$ cat src/rtl/dma_chain_walker.sv
module dma_chain_walker #(
  parameter int ADDR_W    = 24,
  parameter int MEM_AW    = 19,
  parameter int LEN_W     = 8,
  parameter int DATA_W    = 32,
  parameter int COST_W    = 32,
  parameter int CNT_W     = 32,
  parameter int CKPT_INIT = 32,
  parameter int NODE_COST = 10,
  parameter int PAY_COST  = 5
) (
  input  logic              clk,
  input  logic              rst_n,
  input  logic              start,
  input  logic [ADDR_W-1:0] start_addr,
  output logic              busy,
  output logic              done,
  output logic              loop_err,
  output logic [COST_W-1:0] cycle_total,
  output logic              mem_rd_en,
  output logic [MEM_AW-1:0] mem_rd_addr,
  input  logic [DATA_W-1:0] mem_rd_data,
  output logic              out_valid,
  output logic [DATA_W-1:0] out_data
);
  localparam int BYTE_AW = MEM_AW + 2;
  localparam int END_BIT = ADDR_W - 1;
  localparam logic [COST_W-1:0] K_NODE = COST_W'(NODE_COST);
  localparam logic [COST_W-1:0] K_PAY  = COST_W'(PAY_COST);

  typedef enum logic [2:0] {S_IDLE, S_HDR, S_WAIT, S_PAY, S_CHK} st_t;

  st_t               st;
  logic [ADDR_W-1:0] cur_addr, nxt_addr, ck_addr;
  logic [CNT_W-1:0]  ck_cnt, node_cnt;
  logic [MEM_AW-1:0] pay_ptr;
  logic [LEN_W-1:0]  pay_left;
  logic              pend_q;

  logic [LEN_W-1:0]  hdr_len;
  logic [ADDR_W-1:0] hdr_next;
  logic [COST_W-1:0] node_cost;

  assign hdr_len   = mem_rd_data[ADDR_W +: LEN_W];
  assign hdr_next  = mem_rd_data[ADDR_W-1:0];
  assign node_cost = (hdr_len != '0) ? (K_NODE + K_PAY + COST_W'(hdr_len)) : K_NODE;

  assign busy        = (st != S_IDLE);
  assign mem_rd_en   = (st == S_HDR) || (st == S_PAY);
  assign mem_rd_addr = (st == S_HDR) ? cur_addr[BYTE_AW-1:2] : pay_ptr;
  assign out_valid   = pend_q;
  assign out_data    = mem_rd_data;

  always_ff @(posedge clk) begin
    if (!rst_n) begin
      st          <= S_IDLE;
      cur_addr    <= '0;
      nxt_addr    <= '0;
      ck_addr     <= '0;
      ck_cnt      <= '0;
      node_cnt    <= '0;
      pay_ptr     <= '0;
      pay_left    <= '0;
      pend_q      <= 1'b0;
      done        <= 1'b0;
      loop_err    <= 1'b0;
      cycle_total <= '0;
    end else begin
      done   <= 1'b0;
      pend_q <= (st == S_PAY);
      case (st)
        S_IDLE: if (start) begin
          cur_addr    <= start_addr;
          ck_addr     <= start_addr;
          ck_cnt      <= CNT_W'(CKPT_INIT);
          node_cnt    <= '0;
          cycle_total <= '0;
          loop_err    <= 1'b0;
          if (start_addr[END_BIT]) done <= 1'b1;
          else                     st   <= S_HDR;
        end
        S_HDR: st <= S_WAIT;
        S_WAIT: begin
          nxt_addr    <= hdr_next;
          pay_ptr     <= cur_addr[BYTE_AW-1:2] + MEM_AW'(1);
          pay_left    <= hdr_len;
          cycle_total <= cycle_total + node_cost;
          st          <= (hdr_len == '0) ? S_CHK : S_PAY;
        end
        S_PAY: begin
          pay_ptr  <= pay_ptr + MEM_AW'(1);
          pay_left <= pay_left - LEN_W'(1);
          if (pay_left == LEN_W'(1)) st <= S_CHK;
        end
        S_CHK: begin
          if (nxt_addr == ck_addr) begin
            loop_err <= 1'b1;
            done     <= 1'b1;
            st       <= S_IDLE;
          end else begin
            if (node_cnt == ck_cnt) begin
              ck_addr <= nxt_addr;
              ck_cnt  <= ck_cnt << 1;
            end
            node_cnt <= node_cnt + CNT_W'(1);
            cur_addr <= nxt_addr;
            if (nxt_addr[END_BIT]) begin
              done <= 1'b1;
              st   <= S_IDLE;
            end else begin
              st <= S_HDR;
            end
          end
        end
        default: st <= S_IDLE;
      endcase
    end
  end
endmodule

$ cat config.mk
export PLATFORM = sky130hd
export DESIGN_NAME = dma_chain_walker
export DESIGN_NICKNAME = d
export VERILOG_FILES = /design/src/rtl/dma_chain_walker.sv
export SDC_FILE = /design/constraint.sdc
export NUM_CORES = 1
export LEC_CHECK = 0
export BUFFER_PORTS_ARGS = -buffer_cell sky130_fd_sc_hd__buf_2
export CAP_MARGIN = 20
export CORE_ASPECT_RATIO = 0.7
export CORE_UTILIZATION = 34
export CTS_BUF_LIST = sky130_fd_sc_hd__clkbuf_8 sky130_fd_sc_hd__clkbuf_16
export DETAILED_ROUTE_END_ITERATION = 16
export SYNTH_ARGS = -nofsm -noshare
export SYNTH_HDL_FRONTEND = slang
export SYNTH_SLANG_ARGS = --single-unit
$ cat constraint.sdc
create_clock -name clk -period 3.6 [get_ports clk]
set_input_delay 0.54 -clock clk [delete_from_list [all_inputs] [get_ports clk]]
set_output_delay 0.54 -clock clk [all_outputs]
set_load 0.005 [all_outputs]
==> results of run 1 <==
synthesized netlist by cell type (4+ instances only):
cell         n  area, um^2
a211oi_1    46       345.3
a21o_1       5       37.54
a21oi_1     88       440.4
a22o_1      26       227.7
a22oi_1      9       67.56
a311oi_1     5       43.79
a31o_2       6       52.55
a31oi_1     10       62.56
a41o_1       4       40.04
and3_1      19       118.9
and4_1       5       43.79
buf_1       10       37.54
buf_2       11       55.05
buf_4       35       262.8
buf_6        6       67.56
clkbuf_1    52       195.2
dfxtp_1    191        3824
ha_1        16       200.2
inv_1       23       86.33
mux2_2      28       315.3
mux2i_1     33       330.3
nand2_1    140       525.5
nand2b_1     5       31.28
nand3_1     57       285.3
nand4_1     25       156.4
nor2_1      82       307.8
nor2b_1      4       25.02
nor3_1      47       235.2
nor4_1      15       93.84
nor4_4       5       106.4
o2111ai_1    9       78.83
o211ai_1    12       90.09
o21a_1      11       82.58
o21ai_0     31       155.2
o311ai_0     5       43.79
o31ai_1     14       105.1
o41ai_1      4       35.03
or3_1       16       100.1
or4_1       16       120.1
xnor2_1     42       367.9
xor2_1      33       289.0
final cells by class:
| cell class | count | area, um^2 |
|---|---|---|
| flip-flops and latches | 191 | 3824 |
| well taps | 412 | 515.5 |
| repair buffers | 173 | 945.9 |
| multi-input cells | 930 | 6135 |
| clock buffers | 17 | 425.4 |
| clock inverters | 15 | 148.9 |
| fillers | 3116 | 18350 |
| inverters | 24 | 92.59 |
sequential cells by signal (all words and copies together), names as in the netlist:
name         flops
node_cnt        32
pay_left         8
pay_ptr         19
ck_cnt          27
done             1
st               3
ck_addr         24
nxt_addr        24
cycle_total     32
cur_addr        19
loop_err         1
out_valid        1
power breakdown:
group / leakage [nW] / internal, W / switching (W)
sequential: 1.55 / 0.00234 / 0.000289
clock: 0.283 / 0.000920 / 0.000958
combinational: 2.92 / 0.000699 / 0.00113
total: 4.76 / 0.00396 / 0.00238
per-layer routing:
layer	vias to the layer above	GRT usage, %
li1	4767	-
met1	4680	30.73
met3	28	4.088
met5	-	0
met4	0	5.143
met2	361	27.87
through the flow:
| step | power (W) | hold WS, ps | worst slack [ps] |
|---|---|---|---|
| 6_report | 0.006340 | 320.2 | 717.4 |
| 4_1_cts | 0.006371 | 300.8 | 705.3 |
| 5_1_grt | 0.006677 | 300.3 | 416.9 |
| 2_1_floorplan | 0.003909 | 443.4 | 415.2 |
| 3_5_place_dp | 0.004491 | 452.1 | 256.3 |
| 3_3_place_gp | 0.004461 | 444.1 | 322.1 |
worst max-delay path, cell delays in order:
cell,delay [ps]
buf_2,150
nor4_1,280
and3_1,330
nor2_1,70
ha_1,190
inv_1,70
fa_1,190
nor2b_1,70
o31a_1,260
o211a_4,270
nor2_1,470
o311ai_0,230
a21oi_1,150
cell families (layout without fill, tap and decap cells):
group	count (synthesis)	after routing
AO/OA/AOI/OAI	313	313
XOR/XNOR	75	75
adder cells (fa/ha/maj)	17	17
buffers and inverters	138	229
flip-flops	191	191
multiplexers	62	62
AND/OR/NAND/NOR	463	463
final timing paths:
| path | startpoint | end | slack [ps] | cells after the start |
|---|---|---|---|---|
| setup reg to reg | node_cnt[0]$_SDFFE_PN0P_ | ck_addr[22]$_SDFFE_PN0P_ | 850 | 9 |
| hold / removal | mem_rd_data[16] | nxt_addr[16]$_SDFFE_PN0P_ | 320 | 3 |
| setup / recovery | mem_rd_data[30] | cycle_total[16]$_SDFFE_PN0P_ | 720 | 13 |
| hold reg to reg | loop_err$_SDFFE_PN0P_ | loop_err$_SDFFE_PN0P_ | 460 | 2 |
==> impl_metrics.ini, run 1 <==
[layout]
nNetsFinal = 1413
layout-drive-gt1-share_pct = 19.93
finalNonFillerCells = 1762
final_area_mm2 = 0.01209
final_util_pct = 39.71
diodes = 0
layout_commonest_cell = dfxtp_1
final_cell_mix = dfxtp_1, buf_2, nand2_1, a21oi_1, nor2_1
area_delta_synth_final_pct = 13.45

[global_route]
grt_max_degree = 73
grt_first_pass_wirelength_um = 49720
antenna_found_initial = 0
track_usage_pct = 20.05
globalRouteOverflowTotal = 0
grt_pass1_vias = 8947

[sta]
worst_pin_slew_ps = 761.9
fmax_ghz = 0.3469
max-slew-margin-rel_pct = 49.21
slew_violations = 0
rsz0062_at_grt = false
fin_worst_skew_ps = 13.35
finalSetupViolations = 0
hold_viol = 0
min_period_over_period_pct = 80.07
timing.final.crit_period_ps = 2883
final.setup.tns_ps = 0

[synth]
synth_fp_nets = 1335
synth-simple-area-share_pct = 22.68
syn_area_per_cell_um2 = 8.462
synthAdderAreaFrac_pct = 2.067
synth_cell_types = 82
synth_edf_count = 0
synth-xor-area-share_pct = 6.166
ys_seq_area_share_pct = 35.89
yosys_warnings = 0
muxShareOfSynthArea_pct = 6.271
ys_seq_elements = 191
synthesis.area_mm2 = 0.01065
synth_cells = 1259
async_reset_ff_share_pct = 0
synth_top_family_by_area = simple AND/OR/NAND/NOR gates
synth-compound-area-share_pct = 20.28
ys.flop_type = dfxtp_1

[floorplanning]
std_cell_rows = 53
ios = 147
die_area_mm2 = 0.03206
die_x_um = 213.6
dieHeight_um = 150.1
core_area_mm2 = 0.03044
initial_core_util_pct = 35.00

[placed_design]
portBuffers = 146
postPlaceCellArea_mm2 = 0.01151
globalplace.congestion = 0.8804
dp_hpwl_um = 22930
dp.cells = 1730

[min_path]
hold_class = input pin to register

[clock_tree]
cts_buffer_depth = 2
cts_hold_buf = 0
cts_buffers = 17
cts_max_level = 4
root_buffer = clkbuf_16
clkLatencyLatePin_ps = 460
clk_pin_slew_worst_paths_ps = 80
cts_resized = 0
cts_tree = built
cts_setup_buffers = 0
cts_sinks = 191

[route]
drt_iter0_drc = 962
highest_layer = met4
route.met2.wl_um = 12890
ant_nets = 0
wirelength_um = 31920
m1WireLength_um = 16170
drt_first_pass_iters = 5
drc = 0
route.vias.total = 9836
post_drt_wl_per_cell_um = 18.12
met3_length_um = 2466
routed_via_density = 5.582

[worst_setup_path]
start_kind = input pin
crit_path_max_fanout = 11
crit_type = input pin to register
arrival_ps = 3260
required_ps = 3980
end_kind = register

[power]
p_leak_nw = 4.755
p_per_area_mw_per_mm2 = 524.6
worst_ir_drop_vdd_mv = 0.3025

[flow_run]
maxCapViolCount = 0

[outcome]
outcome = finished clean
Power figures use the tool's default switching activity.
==> run 2: changes to the inputs <==
--- a/config.mk
+++ b/config.mk
@@ -5,6 +5,7 @@
 export SDC_FILE = /design/constraint.sdc
 export NUM_CORES = 1
 export LEC_CHECK = 0
+export ABC_AREA = 1
 export BUFFER_PORTS_ARGS = -buffer_cell sky130_fd_sc_hd__buf_2
 export CAP_MARGIN = 20
 export CORE_ASPECT_RATIO = 0.7
==> constraint.sdc (replaced) <==
create_clock -name clk -period 3 [get_ports clk]
set_input_delay 0.45 -clock clk [delete_from_list [all_inputs] [get_ports clk]]
set_output_delay 0.45 -clock clk [all_outputs]
set_load 0.005 [all_outputs]
==> run 2 against run 1 <==
Effect of this change:
- sequential share of layout area shrank 2.5 points
- sequential power up 38%
- clock power up 28%
- non-clock buffer count up 6
- critical path type is now register to primary output
- critical endpoint is now mem_rd_addr[13]
- largest power group is now combinational cells
==> impl_metrics.ini, run 2 <==
[flow_run]
maxCapViolCount = 0

[power]
p_int_w = 0.005926
seqPwrFrac_pct = 35.1
p_per_area_mw_per_mm2 = 789.2
sw_frac_of_total_pct = 42.80
p_leak_nw = 5.689
worst_ir_drop_vdd_mv = 0.5103
pwr-share-comb_pct = 41.8
clkPwrFrac_pct = 23.1
p_sw_w = 0.004434

[synth]
synthesis.area_mm2 = 0.01157
ys_seq_area_share_pct = 33.06
syn_area_per_cell_um2 = 6.179
ys.flop_type = dfxtp_1
synth_fp_nets = 1948
ys_seq_elements = 191
synth.most_common_cell = nand2_1
synth_top_area_share_pct = 33.06
synth_edf_count = 0
yosys_warnings = 0
synth_largest_area_cell = dfxtp_1
synth_cells = 1872
synth_cell_types = 42
synthTopCellsByCount = nand2_1, nor2_1, dfxtp_1
async_reset_ff_share_pct = 0
synthTopCellsByArea = dfxtp_1, nand2_1, nor2_1, inv_1, a21oi_1

[layout]
final_util_pct = 39.19
reg_top3 = cycle_total: 32 flops, node_cnt: 32 flops, ck_cnt: 27 flops
final_area_mm2 = 0.01313
area_delta_synth_final_pct = 13.48
layout_commonest_cell = nand2_1
final_cell_mix = nand2_1, nor2_1, dfxtp_1, inv_1, buf_2
nNetsFinal = 2030
diodes = 0
layout-drive-gt1-share_pct = 12.40
finalNonFillerCells = 2402

[route]
ant_nets = 0
post_drt_wl_per_cell_um = 14.68
drt_first_pass_iters = 7
wirelength_um = 35250
route.vias.total = 11820
routed_via_density = 4.919
drc = 0
drt_iter0_drc = 988

[worst_setup_path]
arrival_ps = 2320
required_ps = 2550
crit_path_max_fanout = 38
end_kind = primary output
crit_type = register to primary output
start_kind = register

[sta]
worst_pin_slew_ps = 1022
hold_viol = 0
fmax_ghz = 0.3611
finalSetupViolations = 0
final.setup.tns_ps = 0
max-slew-margin-rel_pct = 31.77
worst_slack_ps = 230.4
min_period_over_period_pct = 92.32
timing.final.crit_period_ps = 2770
rsz0062_at_grt = false
fin_worst_skew_ps = 6.328
slew_violations = 0

[floorplanning]
ios = 147
die_area_mm2 = 0.03477
std_cell_rows = 56
dieHeight_um = 156.3
initial_core_util_pct = 34.54
die_x_um = 222.5
core_area_mm2 = 0.03349

[global_route]
globalRouteOverflowTotal = 0
grt_first_pass_wirelength_um = 57120
track_usage_pct = 20.56
antenna_found_initial = 0
grt_max_degree = 78
grt_pass1_vias = 10620

[clock_tree]
clkLatencyLatePin_ps = 450
cts_hold_buf = 0
root_buffer = clkbuf_16
cts_setup_buffers = 0
cts_max_level = 4
cts_sinks = 191
clk_pin_slew_worst_paths_ps = 70
cts_resized = 0
cts_buffer_depth = 2
cts_buffers = 17
cts_tree = built

[placed_design]
dp_slack_ps = -88.91
portBuffers = 146
dp.cells = 2370
globalplace.congestion = 0.9308
dp_hpwl_um = 25500
postPlaceCellArea_mm2 = 0.01252

[outcome]
outcome = finished clean

[min_path]
hold_class = input pin to register
## run 2: changes by cell type in the layout (fill, tap and decap cells not counted), moves of 26 or more
cell	change
nand2_1	+394
nor2_1	+211
inv_1	+156
o21ai_0	+74
nand3_1	+55
a211oi_1	-44
a21oi_1	+40
mux2_2	-28
a22o_1	-26
## run 2: metrics by stage
step | hold WS [ps] | power [W]
floorplan | 432.9 | 0.006698
global placement | 454.6 | 0.007929
detailed placement | 454.7 | 0.007998
CTS | 274.7 | 0.01042
global route | 307.0 | 0.01121
finish | 302.1 | 0.01036
## run 2: critical path, stage by stage (launching register included)
cell and delay [ps]:
dfxtp_1 570, inv_1 170, nor2_1 160, nand2_1 100, buf_4 250, o21ai_0 400
buf_2 200
## run 2: worst paths after layout
check,from,end,slack [ps],cells after the start
min,mem_rd_data[18],nxt_addr[18]$_SDFFE_PN0P_,300,3
min reg2reg,cur_addr[7]$_SDFFE_PN0P_,cur_addr[7]$_SDFFE_PN0P_,460,2
max,st[0]$_SDFFE_PN0P_,mem_rd_addr[13],230,6
max reg2reg,node_cnt[20]$_SDFFE_PN0P_,ck_addr[16]$_SDFFE_PN0P_,460,11
## run 2: cells by family (layout without fill, tap and decap cells)
family          after synthesis  in the layout  synth area share, %
simple gates               1014           1014                35.73
buf+inv                     306            401                11.57
compound gates              276            276                12.50
flops                       191            191                33.06
xor+xnor                     60             60                4.543
fa+ha+maj                    17             17                1.904
mux                           8              8               0.6923
## run 2: final cells by class
class	instances	area [um^2]
timing repair buffer	179	1018
inverter	190	713.2
fill	3590	20370
clock buffer	19	452.9
sequential	191	3824
tap	435	544.3
clock inverter	13	156.4
multi-input combinational	1375	6417
## run 2: per-layer routing
metal	global-route usage, %	vias up	part of all wire [%]
li1	-	6044	-
met1	31.26	5379	52
met2	29.71	361	40
met3	2.985	32	6.2
met4	5.517	0	1.6
met5	0	-	0
## run 2: power by group through the flow
| stage | Sequential [W] | Combinational [W] | Clock (W) |
|---|---|---|---|
| 4_1_cts | 0.00363 | 0.00434 | 0.00246 |
| 3_5_place_dp | 0.00368 | 0.00431 | 0 |
| 5_1_grt | 0.00372 | 0.00492 | 0.00256 |
| 6_report | 0.00363 | 0.00433 | 0.00240 |
| 2_1_floorplan | 0.00357 | 0.00312 | 0 |
| 3_3_place_gp | 0.00367 | 0.00426 | 0 |
